### src/rtl/gpio_irq_pkg.sv
// Package: shared register offsets and register-select type for the
// GPIO interrupt detector. Offsets are byte addresses on a 12-bit bus.
package gpio_irq_pkg;

    localparam int unsigned OFS_LEVEL_SEL = 32'h404;
    localparam int unsigned OFS_ANY_EDGE  = 32'h408;
    localparam int unsigned OFS_POLARITY  = 32'h40C;
    localparam int unsigned OFS_ENABLE    = 32'h410;
    localparam int unsigned OFS_RAW_STAT  = 32'h414;
    localparam int unsigned OFS_PEND_STAT = 32'h418;
    localparam int unsigned OFS_ACK       = 32'h41C;

    typedef enum logic [2:0] {
        SEL_NONE,
        SEL_LEVEL,
        SEL_ANYEDGE,
        SEL_POLARITY,
        SEL_ENABLE,
        SEL_RAW,
        SEL_PEND,
        SEL_ACK
    } reg_sel_e;

endpackage

### src/rtl/gpio_irq_cfg.sv
// Module: gpio_irq_cfg
// Decodes the register address and holds the four configuration registers
// (level select, any-edge, polarity, enable). Produces the acknowledge
// strobe and bits for the status block.
// Assumes: one write per asserted bus_wr cycle, synchronous active-low reset.
module gpio_irq_cfg
    import gpio_irq_pkg::*;
#(
    parameter int NPINS  = 8,
    parameter int ADDR_W = 12
) (
    input  logic              clk,
    input  logic              rst_n,
    input  logic              bus_wr,
    input  logic [ADDR_W-1:0] bus_addr,
    input  logic [NPINS-1:0]  wr_bits,
    output reg_sel_e          sel,
    output logic [NPINS-1:0]  level_sel,
    output logic [NPINS-1:0]  any_edge,
    output logic [NPINS-1:0]  polarity,
    output logic [NPINS-1:0]  enable,
    output logic              ack_stb,
    output logic [NPINS-1:0]  ack_bits
);

    logic [NPINS-1:0] level_q, anyedge_q, polarity_q, enable_q;

    // Map the presented address to one register select code.
    always_comb begin
        if      (bus_addr == ADDR_W'(OFS_LEVEL_SEL)) sel = SEL_LEVEL;
        else if (bus_addr == ADDR_W'(OFS_ANY_EDGE))  sel = SEL_ANYEDGE;
        else if (bus_addr == ADDR_W'(OFS_POLARITY))  sel = SEL_POLARITY;
        else if (bus_addr == ADDR_W'(OFS_ENABLE))    sel = SEL_ENABLE;
        else if (bus_addr == ADDR_W'(OFS_RAW_STAT))  sel = SEL_RAW;
        else if (bus_addr == ADDR_W'(OFS_PEND_STAT)) sel = SEL_PEND;
        else if (bus_addr == ADDR_W'(OFS_ACK))       sel = SEL_ACK;
        else                                         sel = SEL_NONE;
    end

    // Update the configuration registers on writes to their offsets.
    always_ff @(posedge clk) begin
        if (!rst_n) begin
            level_q    <= '0;
            anyedge_q  <= '0;
            polarity_q <= '0;
            enable_q   <= '0;
        end else if (bus_wr) begin
            case (sel)
                SEL_LEVEL:    level_q    <= wr_bits;
                SEL_ANYEDGE:  anyedge_q  <= wr_bits;
                SEL_POLARITY: polarity_q <= wr_bits;
                SEL_ENABLE:   enable_q   <= wr_bits;
                default: ;
            endcase
        end
    end

    // Acknowledge is a pulse that lives only in the write cycle.
    always_comb begin
        ack_stb  = bus_wr && (sel == SEL_ACK);
        ack_bits = ack_stb ? wr_bits : '0;
    end

    assign level_sel = level_q;
    assign any_edge  = anyedge_q;
    assign polarity  = polarity_q;
    assign enable    = enable_q;

endmodule

### src/rtl/gpio_irq_pin.sv
// Module: gpio_irq_pin
// Detection cell for one pin. Remembers the level sampled at the last edge
// and reports a hit when the programmed level or edge condition is met.
// Assumes: pin is already synchronous to clk; direction 1 marks an output,
// which is excluded from edge detection only.
module gpio_irq_pin (
    input  logic clk,
    input  logic rst_n,
    input  logic pin,
    input  logic dir_out,
    input  logic level_mode,
    input  logic any_edge,
    input  logic polarity,
    output logic hit
);

    logic prev_q;
    logic changed, at_level, edge_hit, level_hit;

    // Track the level seen at the previous edge.
    always_ff @(posedge clk) begin
        if (!rst_n) prev_q <= 1'b0;
        else        prev_q <= pin;
    end

    // Evaluate edge and level conditions for this pin.
    always_comb begin
        changed   = pin ^ prev_q;
        at_level  = ~(pin ^ polarity);
        edge_hit  = ~level_mode & ~dir_out & changed & (any_edge | at_level);
        level_hit = level_mode & at_level;
        hit       = edge_hit | level_hit;
    end

endmodule

### src/rtl/gpio_irq_status.sv
// Module: gpio_irq_status
// Sticky raw status register with write-one-to-clear acknowledge, the
// enable-masked view and the combined interrupt line.
// Assumes: a detection in the same cycle as an acknowledge wins.
module gpio_irq_status #(
    parameter int NPINS = 8
) (
    input  logic             clk,
    input  logic             rst_n,
    input  logic [NPINS-1:0] hits,
    input  logic [NPINS-1:0] ack_bits,
    input  logic [NPINS-1:0] enable,
    output logic [NPINS-1:0] raw,
    output logic [NPINS-1:0] pend,
    output logic             irq
);

    logic [NPINS-1:0] raw_q, raw_d;

    // Next raw status: keep unacknowledged bits, then add new hits.
    always_comb begin
        raw_d = (raw_q & ~ack_bits) | hits;
    end

    // Hold the raw status.
    always_ff @(posedge clk) begin
        if (!rst_n) raw_q <= '0;
        else        raw_q <= raw_d;
    end

    // Masked view and combined request.
    always_comb begin
        pend = raw_q & enable;
        irq  = |pend;
    end

    assign raw = raw_q;

endmodule

### src/rtl/gpio_irq_detect.sv
// Module: gpio_irq_detect (top)
// Per-pin GPIO interrupt detector: configuration registers, one detection
// cell per pin, sticky status and a combinational read port.
// Assumes: pin_in and pin_dir are synchronous to clk; NPINS <= DATA_W.
module gpio_irq_detect
    import gpio_irq_pkg::*;
#(
    parameter int NPINS  = 8,
    parameter int ADDR_W = 12,
    parameter int DATA_W = 32
) (
    input  logic              clk,
    input  logic              rst_n,
    input  logic [NPINS-1:0]  pin_in,
    input  logic [NPINS-1:0]  pin_dir,
    input  logic              bus_wr,
    input  logic [ADDR_W-1:0] bus_addr,
    input  logic [DATA_W-1:0] bus_wdata,
    output logic [DATA_W-1:0] bus_rdata,
    output logic              irq_out
);

    localparam int PAD_W = DATA_W - NPINS;

    reg_sel_e         sel;
    logic [NPINS-1:0] cfg_level, cfg_anyedge, cfg_polarity, cfg_enable;
    logic             ack_stb;
    logic [NPINS-1:0] ack_bits;
    logic [NPINS-1:0] pin_hits;
    logic [NPINS-1:0] raw_status, pend_status;
    logic [NPINS-1:0] wr_bits;
    logic             unused_wdata_hi;

    assign wr_bits         = bus_wdata[NPINS-1:0];
    assign unused_wdata_hi = ^{bus_wdata[DATA_W-1:NPINS], ack_stb};

    gpio_irq_cfg #(.NPINS(NPINS), .ADDR_W(ADDR_W)) u_cfg (
        .clk       (clk),
        .rst_n     (rst_n),
        .bus_wr    (bus_wr),
        .bus_addr  (bus_addr),
        .wr_bits   (wr_bits),
        .sel       (sel),
        .level_sel (cfg_level),
        .any_edge  (cfg_anyedge),
        .polarity  (cfg_polarity),
        .enable    (cfg_enable),
        .ack_stb   (ack_stb),
        .ack_bits  (ack_bits)
    );

    // One detection cell per pin.
    for (genvar i = 0; i < NPINS; i++) begin : g_pin
        gpio_irq_pin u_pin (
            .clk        (clk),
            .rst_n      (rst_n),
            .pin        (pin_in[i]),
            .dir_out    (pin_dir[i]),
            .level_mode (cfg_level[i]),
            .any_edge   (cfg_anyedge[i]),
            .polarity   (cfg_polarity[i]),
            .hit        (pin_hits[i])
        );
    end

    gpio_irq_status #(.NPINS(NPINS)) u_stat (
        .clk      (clk),
        .rst_n    (rst_n),
        .hits     (pin_hits),
        .ack_bits (ack_bits),
        .enable   (cfg_enable),
        .raw      (raw_status),
        .pend     (pend_status),
        .irq      (irq_out)
    );

    // Return the selected register, zero-extended; write-only and unmapped read 0.
    always_comb begin
        case (sel)
            SEL_LEVEL:    bus_rdata = {{PAD_W{1'b0}}, cfg_level};
            SEL_ANYEDGE:  bus_rdata = {{PAD_W{1'b0}}, cfg_anyedge};
            SEL_POLARITY: bus_rdata = {{PAD_W{1'b0}}, cfg_polarity};
            SEL_ENABLE:   bus_rdata = {{PAD_W{1'b0}}, cfg_enable};
            SEL_RAW:      bus_rdata = {{PAD_W{1'b0}}, raw_status};
            SEL_PEND:     bus_rdata = {{PAD_W{1'b0}}, pend_status};
            default:      bus_rdata = '0;
        endcase
    end

endmodule

### config.mk
export PLATFORM = sky130hd
export DESIGN_NAME = gpio_irq_detect
export DESIGN_NICKNAME = d
export VERILOG_FILES = /design/src/rtl/gpio_irq_pkg.sv /design/src/rtl/gpio_irq_cfg.sv /design/src/rtl/gpio_irq_pin.sv /design/src/rtl/gpio_irq_status.sv /design/src/rtl/gpio_irq_detect.sv
export SDC_FILE = /design/constraint.sdc
export NUM_CORES = 1
export LEC_CHECK = 0
export BUFFER_PORTS_ARGS = -buffer_cell sky130_fd_sc_hd__buf_4
export CORE_MARGIN = 3
export CORE_UTILIZATION = 51
export CTS_CLUSTER_DIAMETER = 200
export DETAILED_ROUTE_END_ITERATION = 8
export PLACE_DENSITY = 0.83
export SLEW_MARGIN = 20
export SYNTH_ARGS = -nofsm -noshare
export SYNTH_HDL_FRONTEND = slang
export SYNTH_SLANG_ARGS = --single-unit
### constraint.sdc
create_clock -name clk -period 2.84 [get_ports clk]
set_input_delay 0.284 -clock clk [delete_from_list [all_inputs] [get_ports clk]]
set_output_delay 0.284 -clock clk [all_outputs]
set_load 0.03 [all_outputs]
### After elaboration in Yosys (flattened, before gate mapping)

Index checks and enable logic that the tools add are counted.

* equal/unequal tests: 14
* multiplexer cells: 9
* bitwise logic cells: 92
* reductions and logical operators: 6

Operators by type and width (count)
* equality test 12 x 11 -> 1 bit, second input constant: 7
* case mux 8 bit (6 select lines): 1
* AND 1 bit: 32
* NOT 1 bit: 24
* two-way mux 3 bit: 7
* AND 8 bit: 2
* bitwise OR 1 bit: 16
* bitwise XOR 1 bit: 16
* equality test 3 bit, second input constant: 4
* two-way mux 8 bit: 1
* NOT 8 bit: 1
* bitwise OR 8 bit: 1
* AND reduction 2 bit: 4
* OR reduction 8 bit: 1
* equality test 3 x 2 -> 1 bit, second input constant: 2
* equality test 3 x 1 -> 1 bit, second input constant: 1
* logical AND 1 bit: 1

* bits in registers: 48
* input port bits: 63
* output and inout port bits: 33
* logic and storage cells: 134

### Longest topological paths before layout

Gate-level depths: netlist of the first run.

* depth in word-level cells: 14
* mapped depth: 6
* depth with buffers taken out: 4

### Hierarchy

From an unflattened synthesis of the first run, not the netlist that was laid out.

* cells, all modules: 336
* area, all modules: 3016.6 sq um

By module, submodules not included
* gpio_irq_cfg: times used 1, cells each 138, area an instance 1368.8 sq um, sequential area each 640.6 sq um
* gpio_irq_pin: times used 8, cells each 10, area an instance 81.3 sq um, sequential area each 20.0 sq um
* gpio_irq_detect: times used 1, cells each 82, area an instance 649.4 sq um, sequential area each 0.0 sq um
* gpio_irq_status: times used 1, cells each 36, area an instance 347.8 sq um, sequential area each 160.2 sq um

### Least setup slack after synthesis of the first run

No wires, ideal clock.

* kind: input to output
* from: in bus_addr[11]
* to: out bus_rdata[0]
* data arrival time: 2040 ps
* required time: 2556 ps
* path slack: 516 ps
* stages: 4
* path buffers: 0
* cells stage by stage: or4b_4 nor2_1 nand4_1 o32ai_1

* word-level cells in the longest chain between the ends: 10
* elaborated cells between the ends (all ways): 21
* those cells by class: eq/ne: 13; mux: 8

Ends and longest elaborated chain
* start, declared: line gpio_irq_detect.sv:17 `input logic [ADDR_W-1:0] bus_addr,`
* equality test 12 x 11 -> 1 bit: line gpio_irq_cfg.sv:36 `else if (bus_addr == ADDR_W'(OFS_ACK)) sel = SEL_ACK;`
* two-way mux 3 bit: line gpio_irq_cfg.sv:36
* two-way mux 3 bit: line gpio_irq_cfg.sv:35 `else if (bus_addr == ADDR_W'(OFS_PEND_STAT)) sel = SEL_PEND;`
* two-way mux 3 bit: line gpio_irq_cfg.sv:34 `else if (bus_addr == ADDR_W'(OFS_RAW_STAT)) sel = SEL_RAW;`
* two-way mux 3 bit: line gpio_irq_cfg.sv:33 `else if (bus_addr == ADDR_W'(OFS_ENABLE)) sel = SEL_ENABLE;`
* two-way mux 3 bit: line gpio_irq_cfg.sv:32 `else if (bus_addr == ADDR_W'(OFS_POLARITY)) sel = SEL_POLARITY;`
* two-way mux 3 bit: line gpio_irq_cfg.sv:31 `else if (bus_addr == ADDR_W'(OFS_ANY_EDGE)) sel = SEL_ANYEDGE;`
* two-way mux 3 bit *: line gpio_irq_cfg.sv:30 `if (bus_addr == ADDR_W'(OFS_LEVEL_SEL)) sel = SEL_LEVEL;`
* equality test 3 bit (tied with other cells): line gpio_irq_detect.sv:79 `case (sel)`
* case mux 8 bit (6 select lines) *: line gpio_irq_detect.sv:79
* end, declared: line gpio_irq_detect.sv:19 `output logic [DATA_W-1:0] bus_rdata,`

Every way passes the cells marked *; elsewhere a longest branch is shown, timed or not.

### Worst setup path in the final report of the first run

Ends and elaborated chain as after synthesis.

==> run summary, run 1 <==
The count of buffering cells on the critical path with inverters included is 2. The worst setup slack for register-to-register paths is 1.74 ns. The number of DRC violations after detailed-routing iteration 0 came out at 129. The clock network fraction of design power came out at 0.392.

The number of antenna diodes in the final layout is 0. The first-pass GRT wire length came out at 10400 um. The setup TNS after final layout came out at 0 ns. The worst reg-to-reg path cell count came out at 4.

In this run, post-CTS repair resized a total of 0 instances. The number of hold violations in the final report came to 0. TritonCTS built the clock tree. The mapped netlist covers 2900 um2. Of the post-synthesis cell area, the dominant cell type holds 0.332. The post-detailed-route wirelength per cell is 14.8 um.

The initial antenna violation count came out at 0. The chip width came out at 81.4 um. The net count of the finished layout is 424. For the pin with the worst max-slew slack, the measured transition is 0.623 ns.

The total of warnings raised by yosys is 0. Once detailed placement completed, the half-perimeter wirelength came to 4600 um. After detailed routing, the wire length on met1 is 2860 um. The number of placed I/O pins came out at 96. The startpoint type of the worst setup path is an input pin. VDD sags by at most 0.000314 V.

The number of global-route vias before repair is 2235. Dividing the synthesized area by the synthesized cell count gives 9.22 um2. Across all hold checks on the routed design, the worst slack comes to 0.207 ns.

For this design, the slowest cell found on the critical path is sky130_fd_sc_hd__or4b_4. The cell-internal power came out at 1110 uW. The flow ran to the end, and the final reports show no timing, DRC or antenna violations. The cell type group with the largest total delay on the critical path is simple AND/OR/NAND/NOR gates. Dividing total power by cell area gives a power density of 429 nW/um2. The setup clock skew after layout is 0.00721 ns.

After global routing the overflow that remains totals 0. Traced cell by cell, the critical path runs through buf_4 -> or4b_4 -> nor2_1 -> nand4_1 -> o32ai_1 -> buf_4. The clock period minus final worst setup slack is 2.24 ns. In this run the critical register-to-register path is captured at u_stat.raw[6]. The number of DRC violations after detailed routing came out at 0. Clock tree synthesis selected as its root buffer the cell sky130_fd_sc_hd__clkbuf_8. The most used flip-flop cell after synthesis is sky130_fd_sc_hd__dfxtp_1. The overall power consumption is 1450 uW. The vias after detailed routing is 2404. The source of the worst hold timing path is pin_in[1]. The cell count after synthesis came out at 314. The final worst-path cycle share is 0.790.

The max-cap violation count is 0. The post-synthesis sequential element count is 48. The most critical setup path has its startpoint at bus_addr[11]. Sorting the synthesized cells by area gives the leading types as sky130_fd_sc_hd__dfxtp_1 33%, sky130_fd_sc_hd__mux2i_1 13%, sky130_fd_sc_hd__nor2b_1 9.7%. The count of final setup violators came out at 0. By startpoint and endpoint, the worst setup path is classified as in -> out.

The share of total power dissipated in sequential elements is 0.478. For this run, the top clock speed supported by timing is 446 MHz. The number of nets still failing antenna checks after routing came out at 0. The final number of max-transition violations came to 0.

The maximum fanout along the worst path is 4. The pre-antenna-repair detailed-routing pass consisted of 4 iterations. Of the total power, combinational logic draws 0.130.

The delay of the slowest critical-path stage is 0.58 ns. By instance count, the leading cell after synthesis is sky130_fd_sc_hd__dfxtp_1. The clock latency of the later-clocked register in the worst-skew pair is 0.30 ns. The total wire length came out at 6380 um. The deepest clock path buffer count came out at 2.

The starting utilization of the core area is 0.546. The standard-cell row count came out at 26. Counting flops with a built-in enable in the synthesized netlist gives 0. The depth of the CTS H-tree is 2. The number of buffer cells added on primary ports came out at 47. The path with the worst hold slack has its endpoint at g_pin[1].u_pin.prev_q. The via density per instance came out at 5.58. The met2 wire length came out at 2910 um. For this design the static power due to leakage is 0.00141 uW. From synthesis to final layout, the design area changed by 16.3%. Data arrives at the worst endpoint at 1.96 ns. The worst hold path passes through 2 cells. The die outline area came out at 6620 um2. The core region area is 5300 um2.

The endpoint type of the worst setup path is an output pin. The path type of the worst min-delay path is in -> reg. The share of post-route cells with drive strength above 1 came out at 0.205.

Routability-driven placement finished with a final weighted congestion of 0.806. The total net switching power is 340 uW. The maximum number of pins on one net before global-route repair came out at 50. The quantity of hold-fixing buffers added after cts is 0. The worst-case headroom to the max-slew limit is 0.584. For this design, the sink count on the clock tree is 48.

The wire length on met3 is 480 um. Of the total power, the share spent switching nets is 0.235. The commonest cells after synthesis are 48 x sky130_fd_sc_hd__dfxtp_1, 45 x sky130_fd_sc_hd__nor2b_1, 37 x sky130_fd_sc_hd__mux2i_1, 24 x sky130_fd_sc_hd__buf_4, 16 x sky130_fd_sc_hd__a21oi_1. Setup repair after global routing left no endpoint under its margin. Clock-pin slew was measured on the worst setup and hold paths at 0.08 ns. The number of buffers inserted to repair setup after CTS is 0. The number of different library cells in the post-synthesis netlist came out at 43. Among the stages of the critical path, the cell type that occurs most often is sky130_fd_sc_hd__buf_4.

The launching point of the worst reg2reg path is u_cfg.polarity[6]. The cell accounting for the most synthesized area is sky130_fd_sc_hd__dfxtp_1. The die boundary height came out at 81.4 um.

At the worst endpoint, the required time is 2.56 ns. The topmost layer with routed signal wires is met4. For this run, the total global-route usage over all layers was measured as 0.202. The share of flip-flops with an asynchronous set or reset is 0. The sequential cell area fraction in the yosys report is 0.332. Clock tree synthesis inserted a total of 5 buffers.
==> how the worst max path moves through the flow <==
stage / to / slack (ns) / depth (start not counted)
3_5_place_dp: u_cfg.polarity[0] / 0.53 / 5
6_report: bus_rdata[0] / 0.60 / 6
5_1_grt: bus_rdata[6] / 0.46 / 6
3_3_place_gp: u_cfg.polarity[7] / 0.55 / 5
4_1_cts: bus_rdata[0] / 0.58 / 6
2_1_floorplan: bus_rdata[0] / 0.52 / 4
==> area by class of cell <==
type / count / area (um2)
inverters: 1 / 3.75
repair buffers: 53 / 398
clock buffers: 5 / 68.8
flip-flops and latches: 48 / 961
multi-input cells: 252 / 1790
clock inverters: 2 / 60.1
well taps: 70 / 87.6
fillers: 459 / 1930
==> routing by layer <==
| metal | track usage | vias to the layer above |
|---|---|---|
| met3 | 0.0432 | 12 |
| met1 | 0.275 | 1136 |
| met5 | 0 | - |
| met4 | 0.0659 | 0 |
| met2 | 0.317 | 84 |
| li1 | - | 1172 |
==> metrics by stage <==
stage	instances	setup WS, ns	area (um2)	util
after CTS	431	0.581	3370	0.635
after global routing	431	0.465	3370	0.635
after global placement	424	0.553	3240	0.611
after floorplan	337	0.516	2980	-
final	431	0.597	3370	0.635
after detailed placement	424	0.533	3240	0.611
==> cells by family (layout without fill, tap and decap cells) <==
family          Yosys count  after routing  share of synthesized area
compound gates           65             65                      0.154
xor+xnor                 12             12                     0.0363
buf+inv                  37             61                     0.0803
flops                    48             48                      0.332
mux                      45             45                      0.159
other cells               1             24                    0.00129
simple gates            106            106                      0.238
==> flip-flops by register name (all words and copies together) (netlist names) <==
signal              count
g_pin.u_pin.prev_q      8
u_cfg.any_edge          8
u_cfg.enable            8
u_cfg.level_sel         8
u_cfg.polarity          8
u_stat.raw              8
==> worst reg2reg max path, stage by stage (launching register included) <==
cell                      delay [ns]
sky130_fd_sc_hd__dfxtp_1        0.43
sky130_fd_sc_hd__xnor2_1        0.11
sky130_fd_sc_hd__a32oi_1        0.16
sky130_fd_sc_hd__o21ai_0        0.12
sky130_fd_sc_hd__o21a_1         0.19
==> cells in the final DEF (no fill, tap or decap), drive strengths merged, types with 2 or more instances in the layout <==
cell,count
mux2,8
mux2i,37
nor2,12
nor3b,6
nor4b,5
nand2,5
o21ai,8
xnor2,6
bufinv,2
a32oi,10
nand4,4
or3,5
a21boi,7
a21oi,16
and2,8
nor2b,45
nor4,2
dfxtp,48
buf,53
conb,24
o21a,7
o32ai,3
or3b,2
xor2,6
a22oi,7
nand3b,2
nand2b,6
clkbuf,5
==> power by group through the flow <==
stage	Clock, uW	Sequential, uW	Combinational, uW
2_1_floorplan	0	705	142
6_report	567	691	188
5_1_grt	608	692	205
3_3_place_gp	0	706	183
4_1_cts	580	691	187
3_5_place_dp	0	707	187
No activity file was read; power rests on OpenSTA's default activity.
==> run 2, diff against run 1 <==
==> constraint.sdc (replaced) <==
create_clock -name clk -period 2.27 [get_ports clk]
set_input_delay 0.227 -clock clk [delete_from_list [all_inputs] [get_ports clk]]
set_output_delay 0.227 -clock clk [all_outputs]
set_load 0.03 [all_outputs]
==> run 2 against run 1 <==
Combinational power up 27%. Final cell count is 1.2% higher. Utilization decreased by 0.26 points. Sequential share of layout area rose by 0.12 points. Setup slack got worse by 0.48 ns. Critical path depth unchanged. Via count is 1.3% lower. Largest cell class unchanged. Largest power group unchanged. Highest routed layer unchanged.
==> run summary, run 2 (same netlist as run 1, synthesis figures left out) <==
The routed design could run at a clock period as short as 2.15 ns. The flow ran to the end, and the final reports show no timing, DRC or antenna violations. The number of gates resized after CTS was 0. Setup repair after global routing left no endpoint under its margin. The quantity of hold-fixing buffers added after cts is 0. The depth of the CTS H-tree came out at 2. The routability congestion estimate from global placement came out at 0.812.

The standard-cell row count is 26. Across every metal layer, demand over resource in global routing totals 0.202. In the layout the commonest cells are 58 x sky130_fd_sc_hd__buf_4, 48 x sky130_fd_sc_hd__dfxtp_1, 45 x sky130_fd_sc_hd__nor2b_1. The analysis attributes to cell leakage a power of 0.00141 uW. The core region area came out at 5300 um2.

The starting utilization of the core area came out at 0.546. The via density per instance is 5.44. The met3 track utilization from global routing is 0.0421. For this block, the initial DRC count from the detailed router was 107. The die boundary height is 81.4 um.

met2 is the most crowded layer. The hold slack came out at 0.148 ns. 96 I/O pins were placed. After global routing the overflow that remains totals 0. The worst-case headroom to the max-slew limit is 0.608. The worst register-to-register path begins at g_pin[4].u_pin.prev_q.

In the final routed layout, each cell accounts on average for 14.7 um. The vias after detailed routing came out at 2373. 0 antenna diodes ended up in the layout. The setup TNS after final layout came out at 0 ns.

The maximum number of pins on one net before global-route repair is 50. The clock latency of the later-clocked register in the worst-skew pair came out at 0.30 ns. The number of hold violations in the final report came out at 0. The area taken by flip-flops and latches came out at 961 um2. The peak clock frequency supported by timing is 464 MHz. For the pin with the worst max-slew slack, the measured transition is 0.580 ns. The met1 track demand over resource is 0.279. The worst setup path is captured at an output pin. The TritonCTS clock tree is yes.

The number of filler instances in the final layout is 453. The endpoint identified for the worst register-to-register timing path is u_stat.raw[4]. The footprint of the multi-input gates is 1790 um2. The count of nets left with antenna violations once routing finished came out at 0. The number of DRC violations after detailed routing came out at 0. The source of the worst hold timing path is pin_in[1]. For this design the ratio of total power to cell area is 472 nW/um2. The max-cap violation count came out at 0.

The first-pass GRT wire length came out at 10400 um. The first-pass detailed-route iteration total is 4. The worst hold path depth is 2.

After clock tree synthesis, the clock-pin slew on the worst setup and hold paths is 0.08 ns. After the last flow step, the layout net total stands at 429. The number of buffers inserted to repair setup after CTS came out at 0. The tree is rooted in a sky130_fd_sc_hd__clkbuf_8. The number of sinks on the clock net came out at 48. The chip width is 81.4 um.

At the worst endpoint, the required time is 2.04 ns. Of the cells placed in the final design, the portion with a size suffix greater than 1 is 0.213. The final worst-path cycle share is 0.949. The initial antenna violation count came out at 0.

The number of CTS-inserted buffers came out at 5. Counting along the longest clock path gives a buffer depth of 2. The setup clock skew after layout is 0.00360 ns. The library cell used most frequently in the layout, excluding fill and tap cells, is sky130_fd_sc_hd__buf_4.

The maximum vdd ir drop is 0.000303 V. The signal arrival time at the worst endpoint came out at 1.93 ns. The number of global-route vias before repair came out at 2196. The worst setup path is of the in -> out kind. The wire-length estimate of the detail-placed layout is 4690 um. The number of buffer cells added on primary ports came out at 47. The worst setup path is launched from an input pin.

The worst hold path belongs to the class in -> reg. The worst setup slack for register-to-register paths is 1.17 ns. The total wire length came out at 6400 um. For the worst flop-to-flop path, the logic depth is 4.

The final number of max-transition violations came out at 0. The die outline area came out at 6620 um2. The post-synthesis to final-layout area growth came out at 15.8%. For hold timing, the worst endpoint is g_pin[1].u_pin.prev_q. The count of final setup violators is 0.

The maximum fanout along the worst path came out at 4. The routing usage on met2 is 0.320.
-- run 2: cell types whose count changed in the layout (fill, tap and decap cells not counted), sizes merged --
cell and change:
buf +5, bufinv -2, clkbuf +1, clkinv +1
-- run 2: how the worst max path moves through the flow --
stage | start | to | slack (ns) | cells past startpoint
2_1_floorplan | bus_addr[11] | bus_rdata[0] | 0.06 | 4
3_3_place_gp | bus_addr[11] | bus_rdata[0] | 0.12 | 6
3_5_place_dp | bus_addr[11] | bus_rdata[0] | 0.13 | 6
4_1_cts | bus_addr[11] | bus_rdata[0] | 0.12 | 6
5_1_grt | bus_addr[11] | bus_rdata[0] | 0.02 | 6
6_report | bus_addr[11] | bus_rdata[0] | 0.12 | 6
-- run 2: area by class of cell --
class | instances | area share
clock buffers | 6 | 0.0216
clock inverters | 1 | 0.00149
inverters | 1 | 0.00112
multi-input cells | 252 | 0.533
flip-flops and latches | 48 | 0.286
well taps | 70 | 0.0261
repair buffers | 58 | 0.130
-- run 2: per-layer routing --
| metal | routed length (um) | up-vias |
|---|---|---|
| li1 | - | 1187 |
| met1 | 3010 | 1106 |
| met2 | 2910 | 75 |
| met3 | 420 | 5 |
| met4 | 60 | 0 |
| met5 | 0 | - |
-- run 2: critical path, cell delays in order --
cell,delay (ns)
sky130_fd_sc_hd__buf_4,0.11
sky130_fd_sc_hd__or4b_4,0.57
sky130_fd_sc_hd__nor2_1,0.24
sky130_fd_sc_hd__nand4_1,0.21
sky130_fd_sc_hd__o32ai_1,0.35
sky130_fd_sc_hd__buf_4,0.22
-- run 2: where the power goes --
part	switching (uW)	leakage, uW	internal (uW)	total [uW]
clock network	273	0.0000410	210	483
logic	140	0.000979	97.4	238
registers	10.6	0.000389	854	865
total	423	0.00141	1160	1580
-- run 2: stage by stage --
step	cells	power (uW)	cell area (um2)	util	worst slack [ns]
final	436	1580	3350	0.633	0.116
after global routing	436	1660	3350	0.633	0.0229
after CTS	436	1590	3350	0.633	0.123
after detailed placement	429	1120	3280	0.618	0.126
after global placement	429	1110	3280	0.618	0.118
after floorplan	337	1060	2980	-	0.0603
==> run 3, diff against run 2 <==
--- a/config.mk
+++ b/config.mk
@@ -10,7 +10,7 @@
 export CORE_UTILIZATION = 51
 export CTS_CLUSTER_DIAMETER = 200
 export DETAILED_ROUTE_END_ITERATION = 8
-export PLACE_DENSITY = 0.83
+export PLACE_DENSITY = 0.81
 export SLEW_MARGIN = 20
 export SYNTH_ARGS = -nofsm -noshare
 export SYNTH_HDL_FRONTEND = slang
==> run 3 against run 2 <==
Global-route usage is 0.76 points higher. Clock skew is 0.0020 ns lower. Critical endpoint unchanged. Highest routed layer unchanged. Clock-buffer cell count stayed put.
==> run summary, run 3 (same netlist as run 1, synthesis figures left out) <==
The run finished with clean final reports. The number of hold violations in the final report is 0. Summed over all failing endpoints, the final setup total negative slack is 0 ns. For this block, the routed nets add up to 6520 um of wire. In the routed layout, each cell is associated on average with a via count of 5.47. In this run the horizontal extent of the chip is 81.4 um. The data required time of the worst path came out at 2.04 ns. Max-cap violations in this run came to 0.

TritonCTS built the clock tree. The number of DRC violations after detailed-routing iteration 0 is 128. The hold slack is 0.151 ns. The endpoint of the lowest-slack register-to-register path is u_stat.raw[1].

The worst reg-to-reg path cell count is 4. The worst-case headroom to the max-slew limit is 0.628. The worst setup path is launched from an input pin. The standard-cell row count is 26. The post-detailed-route wirelength per cell is 14.9 um. The die outline area is 6620 um2. The worst setup slack for register-to-register paths came out at 1.17 ns. The peak clock frequency supported by timing came out at 467 MHz. Setup repair after global routing left no endpoint under its margin.

In this run the remaining antenna-violating nets after routing total 0. The footprint of the multi-input gates came out at 1790 um2. The first-pass GRT wire length came out at 10800 um.

The post-route standard cell area excluding fillers came out at 3350 um2. STA classifies the critical path endpoint as an output pin. The routability congestion estimate from global placement is 0.797. The vias after detailed routing came out at 2384.

For this configuration, the core starts out at a cell density of 0.546. Clock-pin slew was measured on the worst setup and hold paths at 0.08 ns. Once placement completed, the tool counted placed cells totaling 429.

The area growth from synthesis to layout is 15.8%. The final number of max-transition violations came out at 0. The count of buffers added on input and output ports is 47. The area taken by flip-flops and latches is 961 um2.

In this run, CTS created clock tree buffers numbering 5. The tree is rooted in a sky130_fd_sc_hd__clkbuf_8. The worst path needs 2.14 ns of the cycle, external delays included.

For this run, the number of standard cells in the final layout without fillers is 436. The power density normalized to cell area is 472 nW/um2. The number of placed I/O pins is 96. The die boundary height came out at 81.4 um. The number of DRC violations after detailed routing is 0. The most critical setup path has its startpoint at bus_addr[11]. The clock latency of the later-clocked register in the worst-skew pair is 0.30 ns.

The launching point of the worst reg2reg path is u_cfg.level_sel[1]. Once placement finished, the instance area stood at 3280 um2. The number of filler instances in the final layout came out at 451. Across every metal layer, demand over resource in global routing totals 0.210. The depth of the CTS H-tree is 2. The core region area came out at 5300 um2. The number of global-route vias before repair is 2253.

The maximum fanout along the worst path is 4. The signal arrival time at the worst endpoint is 1.91 ns. The first-pass detailed-route iteration total came out at 4. The library cell used most frequently in the layout, excluding fill and tap cells, is sky130_fd_sc_hd__buf_4. The destination of the critical timing path is bus_rdata[0].

In this run the worst hold path is classified as in -> reg. Entering global routing, the biggest net connects 50 pins. The count of final setup violators is 0. The diode insertion count for antenna repair is 0. The transition at the pin with the smallest max-transition slack is 0.550 ns. After clock tree synthesis, the repair step resized 0 gates. The longest clock path from root to sink contains 2 buffers. The share of post-route cells with drive strength above 1 is 0.213.

The initial antenna violation count is 0. The net count of the finished layout came out at 429. In the layout the commonest cells are 58 x sky130_fd_sc_hd__buf_4, 48 x sky130_fd_sc_hd__dfxtp_1, 45 x sky130_fd_sc_hd__nor2b_1. The global route total overflow is 0. The critical path in this run is classified as in -> out. The number of buffers inserted to repair setup after CTS came out at 0. The number of sinks on the clock net is 48. In this run the static leakage power is 0.00141 uW. The quantity of hold-fixing buffers added after cts is 0. The setup clock skew after layout came out at 0.00156 ns. The HPWL after detailed placement came out at 4720 um.

Across the VDD grid, the largest voltage drop is 0.000358 V. In the finished design, the share of the clock period the worst path needs comes to 0.943.
[run 3: cell counts in the layout (fill, tap and decap cells not counted)]
No cell type changed its count.
[run 3: routing by layer]
metal  up-vias  global-route usage  routed length [um]  part of all wire
li1       1194                   -                   -                 -
met1      1107               0.283                3020              0.46
met2        76               0.342                3000              0.46
met3         7              0.0410                 421             0.065
met4         0              0.0541                  83             0.013
met5         -                   0                   0                 0
[run 3: area by class of cell]
| class | count | share of cell area |
|---|---|---|
| Multi-Input combinational cell | 252 | 0.533 |
| Tap cell | 70 | 0.0261 |
| Inverter | 1 | 0.00112 |
| Clock inverter | 1 | 0.00149 |
| Sequential cell | 48 | 0.286 |
| Clock buffer | 6 | 0.0216 |
| Timing Repair Buffer | 58 | 0.130 |
[run 3: worst min-delay path by stage]
| stage | from | to | cells past startpoint |
|---|---|---|---|
| 2_1_floorplan | pin_in[0] | g_pin[0].u_pin.prev_q | 1 |
| 3_3_place_gp | pin_in[0] | g_pin[0].u_pin.prev_q | 2 |
| 3_5_place_dp | pin_in[1] | g_pin[1].u_pin.prev_q | 2 |
| 4_1_cts | pin_in[0] | g_pin[0].u_pin.prev_q | 2 |
| 5_1_grt | pin_in[1] | g_pin[1].u_pin.prev_q | 2 |
| 6_report | pin_in[1] | g_pin[1].u_pin.prev_q | 2 |
[run 3: through the flow]
| stage | setup slack, ns | util | power, uW |
|---|---|---|---|
| 2_1_floorplan | 0.0603 | - | 1060 |
| 3_3_place_gp | 0.111 | 0.618 | 1110 |
| 3_5_place_dp | 0.127 | 0.618 | 1120 |
| 4_1_cts | 0.113 | 0.633 | 1590 |
| 5_1_grt | 0.0381 | 0.633 | 1660 |
| 6_report | 0.130 | 0.633 | 1580 |
[run 3: critical path, stage by stage]
cell	delay, ns
sky130_fd_sc_hd__buf_4	0.11
sky130_fd_sc_hd__or4b_4	0.58
sky130_fd_sc_hd__nor2_1	0.23
sky130_fd_sc_hd__nand4_1	0.20
sky130_fd_sc_hd__o32ai_1	0.35
sky130_fd_sc_hd__buf_4	0.22
[run 3: power breakdown]
part           switching (uW)  total [uW]  internal, uW
Clock                     272         482           210
Combinational             141         238          97.4
Sequential               10.9         865           854
Total                     423        1580          1160
